$ cat src/rtl/exch_pkg.sv
package exch_pkg;
  parameter int WORD_W = 9;
  parameter int N_LAT  = 4;

  // direction latch indices
  localparam int L_AC = 0;
  localparam int L_BC = 1;
  localparam int L_CA = 2;
  localparam int L_CB = 3;

  typedef enum logic [1:0] {SRC_A = 2'd0, SRC_B = 2'd1, SRC_C = 2'd2} src_e;

  function automatic src_e src_decode(input logic hi, input logic lo);
    if (hi) return SRC_C;
    return lo ? SRC_B : SRC_A;
  endfunction
endpackage

$ cat src/rtl/exch_latch.sv
module exch_latch #(
  parameter int W = 9
) (
  input  logic         clk,
  input  logic         rst_n,
  input  logic         hold,
  input  logic         frz,
  input  logic [W-1:0] d,
  output logic [W-1:0] q,
  output logic [W-1:0] o
);
  always_ff @(posedge clk or negedge rst_n) begin
    if (!rst_n)              q <= '0;
    else if (!hold && !frz)  q <= d;
  end

  assign o = hold ? q : d;
endmodule

$ cat src/rtl/exch_ctl.sv
module exch_ctl
  import exch_pkg::*;
(
  input  logic             sel_lo,
  input  logic             sel_hi,
  input  logic             oe_a_n,
  input  logic             oe_b,
  input  logic             oe_c_n,
  input  logic [N_LAT-1:0] hold_v,
  output src_e             src,
  output logic             rb_a,
  output logic             rb_b,
  output logic             rb_c,
  output logic [N_LAT-1:0] frz_v,
  output logic             loop_err,
  output logic             a_oe,
  output logic             b_oe,
  output logic             c_oe
);
  logic c_via_b;
  logic loop_a, loop_b, loop_c;

  assign src     = src_decode(sel_hi, sel_lo);
  assign c_via_b = sel_lo;

  assign rb_a = (src == SRC_A) && !oe_a_n;
  assign rb_b = (src == SRC_B) &&  oe_b;
  assign rb_c = (src == SRC_C) && !oe_c_n;

  assign loop_a = rb_a && !hold_v[L_CA];
  assign loop_b = rb_b && !hold_v[L_CB];
  assign loop_c = rb_c && !(c_via_b ? hold_v[L_BC] : hold_v[L_AC]);

  always_comb begin
    frz_v       = '0;
    frz_v[L_CA] = loop_a;
    frz_v[L_CB] = loop_b;
    frz_v[L_AC] = loop_c && !c_via_b;
    frz_v[L_BC] = loop_c &&  c_via_b;
  end

  assign loop_err = loop_a || loop_b || loop_c;

  assign a_oe = !oe_a_n && !(rb_c && !c_via_b);
  assign b_oe =  oe_b   && !(rb_c &&  c_via_b);
  assign c_oe = !oe_c_n;
endmodule

$ cat src/rtl/exch_top.sv
module exch_top
  import exch_pkg::*;
#(
  parameter int W = exch_pkg::WORD_W
) (
  input  logic         clk,
  input  logic         rst_n,
  input  logic         sel_lo,
  input  logic         sel_hi,
  input  logic         oe_a_n,
  input  logic         oe_b,
  input  logic         oe_c_n,
  input  logic         hold_ac,
  input  logic         hold_bc,
  input  logic         hold_ca,
  input  logic         hold_cb,
  input  logic         par_flip,
  input  logic [W-1:0] a_din,
  output logic [W-1:0] a_dout,
  output logic         a_oe,
  input  logic [W-1:0] b_din,
  output logic [W-1:0] b_dout,
  output logic         b_oe,
  input  logic [W-1:0] c_din,
  output logic [W-1:0] c_dout,
  output logic         c_oe,
  output logic         loop_err
);
  localparam int TOP = W - 1;

  function automatic logic [W-1:0] flip_top(input logic [W-1:0] v, input logic inv);
    logic [W-1:0] r;
    r      = v;
    r[TOP] = v[TOP] ^ inv;
    return r;
  endfunction

  src_e             src;
  logic             rb_a, rb_b, rb_c;
  logic [N_LAT-1:0] hold_v, frz_v;
  logic [W-1:0]     lat_d [N_LAT];
  logic [W-1:0]     lat_q [N_LAT];
  logic [W-1:0]     lat_o [N_LAT];
  logic [W-1:0]     hub;

  always_comb begin
    hold_v       = '0;
    hold_v[L_AC] = hold_ac;
    hold_v[L_BC] = hold_bc;
    hold_v[L_CA] = hold_ca;
    hold_v[L_CB] = hold_cb;
  end

  exch_ctl u_ctl (
    .sel_lo  (sel_lo),
    .sel_hi  (sel_hi),
    .oe_a_n  (oe_a_n),
    .oe_b    (oe_b),
    .oe_c_n  (oe_c_n),
    .hold_v  (hold_v),
    .src     (src),
    .rb_a    (rb_a),
    .rb_b    (rb_b),
    .rb_c    (rb_c),
    .frz_v   (frz_v),
    .loop_err(loop_err),
    .a_oe    (a_oe),
    .b_oe    (b_oe),
    .c_oe    (c_oe)
  );

  // C-side hub: the word heading toward A and B
  always_comb begin
    case (src)
      SRC_C:   hub = flip_top(c_din, par_flip);
      SRC_B:   hub = lat_o[L_BC];
      default: hub = lat_o[L_AC];
    endcase
  end

  always_comb begin
    lat_d[L_AC] = a_din;
    lat_d[L_BC] = b_din;
    lat_d[L_CA] = hub;
    lat_d[L_CB] = hub;
  end

  for (genvar g = 0; g < N_LAT; g++) begin : g_lat
    exch_latch #(.W(W)) u_lat (
      .clk  (clk),
      .rst_n(rst_n),
      .hold (hold_v[g]),
      .frz  (frz_v[g]),
      .d    (lat_d[g]),
      .q    (lat_q[g]),
      .o    (lat_o[g])
    );
  end

  assign a_dout = rb_a ? lat_q[L_CA] : lat_o[L_CA];
  assign b_dout = rb_b ? lat_q[L_CB] : lat_o[L_CB];
  assign c_dout = rb_c ? (sel_lo ? lat_q[L_BC] : lat_q[L_AC])
                       : (sel_lo ? lat_o[L_BC] : lat_o[L_AC]);
endmodule

$ cat config.mk
export PLATFORM = sky130hd
export DESIGN_NAME = exch_top
export DESIGN_NICKNAME = d
export VERILOG_FILES = /design/src/rtl/exch_pkg.sv /design/src/rtl/exch_latch.sv /design/src/rtl/exch_ctl.sv /design/src/rtl/exch_top.sv
export SDC_FILE = /design/constraint.sdc
export NUM_CORES = 1
export LEC_CHECK = 0
export BUFFER_PORTS_ARGS = -buffer_cell sky130_fd_sc_hd__buf_2
export CAP_MARGIN = 30
export CORE_UTILIZATION = 45
export DETAILED_ROUTE_END_ITERATION = 12
export PLACE_DENSITY = 0.74
export SYNTH_ARGS = -nofsm -noshare
export SYNTH_HDL_FRONTEND = slang
export SYNTH_SLANG_ARGS = --single-unit
$ cat constraint.sdc
create_clock -name clk -period 1.8 [get_ports clk]
set_clock_uncertainty 0.15 [all_clocks]
set_input_delay 0.36 -clock clk [delete_from_list [all_inputs] [get_ports clk]]
set_output_delay 0.36 -clock clk [all_outputs]
set_load 0.005 [all_outputs]
After elaboration in Yosys (flattened, before gate mapping). Cells that the tools add are included.

Add/subtract/negate cells: 0. Multipliers: 0. Div/mod/pow operators: 0. Order comparisons: 0. Eq/ne operators: 2. Shift operators: 0. Multiplexer cells: 15. Bitwise operators: 1. Reduce and logical (&&, ||, !) cells: 33.

Operators with widths (number): 9-bit 2-to-1 mux (9); 9-bit case mux with 2 select lines (1); 1-bit logical AND (16); 1-bit zero test (14); 2-bit 2-to-1 mux (2); 1-bit 2-to-1 mux (3); 2-bit by 1-bit == test with 1-bit output (second input constant) (1); 2-bit == test (second input constant) (1); 2-bit zero test (1); 1-bit logical OR (2); 1-bit XOR (1).

Register bits after elaboration: 36. Latch bits: 0. Bits in writable memories: 0. Bits in read-only memories: 0. Bits of input ports: 39. Output and inout bits: 31. Logic and storage cells: 55. Memories: 0.

Logic depth before layout (Yosys ltp).
Depth after elaboration: 8. Mapped depth: 7. Depth with buffers taken out: 4.

Cells and area by module. From an unflattened synthesis, not the netlist that was laid out.

Cells, all modules: 201. Area total of the unflattened synthesis: 2643.8 sq um.

Modules (own cells, without submodules): exch_latch (times used 4, cells each 29, area an instance 459.2 sq um); exch_top (times used 1, cells each 67, area an instance 636.9 sq um); exch_ctl (times used 1, cells each 18, area an instance 170.2 sq um).

Least setup slack after synthesis. No wires, ideal clock.

Kind: in2out. Start: input sel_lo. End: output b_dout[1]. Arrival time: 1425 ps. Data required time: 1290 ps. Slack: -135 ps. Stages: 7. Path through: buf_4 > nor2b_1 > buf_2 > a21oi_2 > buf_4 > nor2_1 > a21oi_1.

Word-level cells in the longest chain between the ends: 6.

RTL lines: from (decl) (RTL line exch_top.sv:8) `input logic sel_lo,`; 1-bit 2-to-1 mux * (RTL line exch_pkg.sv:15) `return lo ? SRC_B : SRC_A;`; 2-bit 2-to-1 mux * (RTL line exch_pkg.sv:15); 2-bit by 1-bit == test with 1-bit output or 2-bit == test (tied branches) (RTL line exch_ctl.sv:27, exch_top.sv:74); 9-bit case mux with 2 select lines (RTL line exch_top.sv:74) `case (src)`; 9-bit 2-to-1 mux (RTL line exch_latch.sv:17) `assign o = hold ? q : d;`; 9-bit 2-to-1 mux * (RTL line exch_top.sv:101) `assign b_dout = rb_b ? lat_q[L_CB] : lat_o[L_CB];`; to (decl) (RTL line exch_top.sv:22) `output logic [W-1:0] b_dout,`.

Mark *: on every way between the ends. The rest lies on a longest branch, timed or not.

Worst setup path after layout.
Start: register g_lat[1].u_lat.q[4]. End: output a_dout[4].

Word-level cells in the longest chain between the ends: 4.

RTL lines: from (decl) (RTL line exch_latch.sv:9) `output logic [W-1:0] q,`; from (signal assigned) (RTL line exch_latch.sv:13) `if (!rst_n) q <= '0;`; from (signal assigned) (RTL line exch_latch.sv:14) `else if (!hold && !frz) q <= d;`; 9-bit 2-to-1 mux (RTL line exch_latch.sv:17); 9-bit case mux with 2 select lines (RTL line exch_top.sv:74); 9-bit 2-to-1 mux (RTL line exch_latch.sv:17); 9-bit 2-to-1 mux (RTL line exch_top.sv:100) `assign a_dout = rb_a ? lat_q[L_CA] : lat_o[L_CA];`; to (decl) (RTL line exch_top.sv:19) `output logic [W-1:0] a_dout,`.

No other way between the ends.

==> run metrics <==
TritonCTS Buffers=5; layout cells sized above 1=64.8%; Final Hold Vio Count=0; Post-Synthesis Net Count=234; Synth Flop Type=dfrtp_1; Row Count=25; setup TNS=-7160 ps; sequential share of power=36.0%; DRT Wirelength=6890 um; worst stage delay on the critical path=390 ps; num ports=70; area of the die=5390 um2; # H-tree levels=2; largest net degree at the start of global routing=25; Synth cell types=28; Worst VDD drop=0.529 mV; Post-synth EDFFs=0; core area=4820 um2; Top delay family on crit path=compound AO/OA/AOI/OAI gates; GRT overflow=0; cell area after synthesis=2290 um2; Total Routing Usage GR=27.2%; initial antenna violation count=0; Avg Cell Area, Syn=11.8 um2; Reg with most FFs=g_lat.u_lat.q; Synth area leader=dfrtp_1; Post-DRT Antenna Nets=0; critical path type=flip-flop to output pin; DRC viols=0; Async S/R FF share, synth=100%; total clock sinks=36; Gate power share=37.9%; Worst Path Buf+Inv=2; RSZ-0062 raised after global routing=true; fillcell total=312; die height=73.4 um; final setup vio count=27; Detail Placement HPWL=4650 um; Yosys Warn Count=0; crit path capture type=output pin; Starting Density=47.6%; minimum clock period=2240 ps; status=complete, but fails checks; commonest non-fill, non-tap cell in the layout=buf_4; Worst-path clk slew=70 ps; Switch Pwr=0.000775 W; Max transition margin=62.3%; register area share after synthesis=39.3%; routed via count=2,179; TritonCTS clock tree=built; period utilisation layout=124%; Largest regs=g_lat.u_lat.q (36); cell breakdown of the critical path=mux2_4, a222oi_1, buf_4, mux2i_1, buf_2; Buffers on Ports=69; First DRT Iteration DRCs=111; internal power=0.00194 W; clock tree buffer depth=2; Via density=5.30; Net Sw Frac=28.6%; max reg flops=36; cells after synthesis=195; routability cong.=0.869; vias in the first global route=2,212; wire per inst=16.8 um; later-pin clock latency in the skew report=290 ps; Synth top area share=39.3%; clock share of power=26.2%; Hold Crit Class=input pin to flip-flop; commonest non-fill, non-tap cells in the layout=70 x buf_4, 63 x buf_2, 42 x mux2i_1; max-cap violation count=0; Req. time, crit path=1290 ps; area growth from synthesis to final layout=61.5%; Pins Over Slew Limit=0; Power Dens Cells=732 nW/um2; Synth area leaders=dfrtp_1 39%, mux2i_1 20%, mux2_2 16%, a21oi_1 3.3%, mux2_4 3.3%; crit start category=flip-flop; worst slew pin tran=566 ps; Die X=73.4 um; failing checks=negative setup slack; Critical Path AT=1730 ps; leakage power total=1.84 nW; clock root cell=clkbuf_8; CP max stage cell=a222oi_1; CP Max Fanout=4; Post-layout nets=382; setup ws final=-436 ps; synthesized flop and latch total=36; first-pass GRT wire length=10,800 um; Hold Slack=174 ps; drt first pass iters=4; # diodes=0; Fmax=0.447 GHz
==> synth_stat cells (3+ instances only) <==
master	number
mux2_4	5
mux2i_1	45
inv_1	8
nor2_1	13
a222oi_1	7
a21oi_1	15
dfrtp_1	36
buf_2	3
mux2_2	33
nor2_4	3
buf_4	4
==> cell families (layout without fill, tap and decap cells) <==
logic type	Yosys count	after routing	synth area share (%)
xor gates and xnor gates	1	1	0.382
buffers and inverters	19	168	4.58
AOI/OAI and AO/OA	29	29	9.16
DFF	36	36	39.3
muxes	85	85	40.1
and+or+nand+nor	25	25	6.54
==> routing by layer <==
metal  wire length (um)  part of all wire (%)  up-vias  track usage [%]
met2               3420                    50       83             46.3
met5                  0                     0        -                0
met4                199                   2.9        0             11.5
li1                   -                     -     1015                -
met1               2960                    43     1063             34.2
met3                309                   4.5       18             4.53
==> worst reg2reg max path, delay by kind of cell (launching register included) <==
| kind | cells | cell delay (ps) |
|---|---|---|
| compound gates | 2 | 430 |
| flops | 1 | 390 |
| mux | 1 | 260 |
| buf+inv | 3 | 400 |
==> repair_timing <==
item | CTS | global route
gates cloned | 3 | 0
buffers inserted | 14 | 5
endpoints found under the setup margin | 29 | 28
gates resized for setup | 33 | 10
pin swaps | 12 | 5
hold buffers | 1 | 0
hold endpoints to repair | 22 | 0
==> cell type report <==
cell class	count	area, um2	area share (%)
Clock inverter	2	35.0	0.945
Inverter	8	30.0	0.810
Sequential cell	36	901	24.3
Timing Repair Buffer	152	1180	31.8
Tap cell	67	83.8	2.26
Multi-Input combinational cell	140	1410	37.9
Clock buffer	6	72.6	1.96
==> power by group through the flow <==
stage / Sequential (W) / Combinational, W / Clock, W
final: 0.000976 / 0.00103 / 0.000709
after global routing: 0.000989 / 0.00110 / 0.000756
after CTS: 0.000974 / 0.000978 / 0.000718
after detailed placement: 0.000990 / 0.000848 / 0
after global placement: 0.000981 / 0.000825 / 0
after floorplan: 0.000979 / 0.000442 / 0
==> metrics by stage <==
step | worst slack (ps) | instance area [um2] | power (W) | util (%) | instances
final | -436 | 3710 | 0.00271 | 76.9 | 411
after CTS | -420 | 3630 | 0.00267 | 75.3 | 406
after floorplan | -57.2 | 2360 | 0.00142 | - | 195
after detailed placement | -511 | 3180 | 0.00184 | 66.1 | 381
after global placement | -493 | 3180 | 0.00181 | 66.1 | 381
after global routing | -491 | 3710 | 0.00284 | 76.9 | 411
==> final timing paths <==
| path | from | endpoint | slack (ps) | cells past startpoint |
|---|---|---|---|---|
| setup / recovery | g_lat[1].u_lat.q[4] | a_dout[4] | -440 | 5 |
| hold / removal | a_din[6] | g_lat[0].u_lat.q[6] | 170 | 2 |
| setup reg to reg | g_lat[1].u_lat.q[0] | g_lat[3].u_lat.q[0] | 60 | 6 |
| hold reg to reg | g_lat[3].u_lat.q[8] | g_lat[3].u_lat.q[8] | 370 | 1 |
| max in group asynchronous | rst_n | g_lat[2].u_lat.q[3] | 510 | 3 |
| min in group asynchronous | rst_n | g_lat[1].u_lat.q[7] | 450 | 2 |
(Power assumes the default switching activity.)
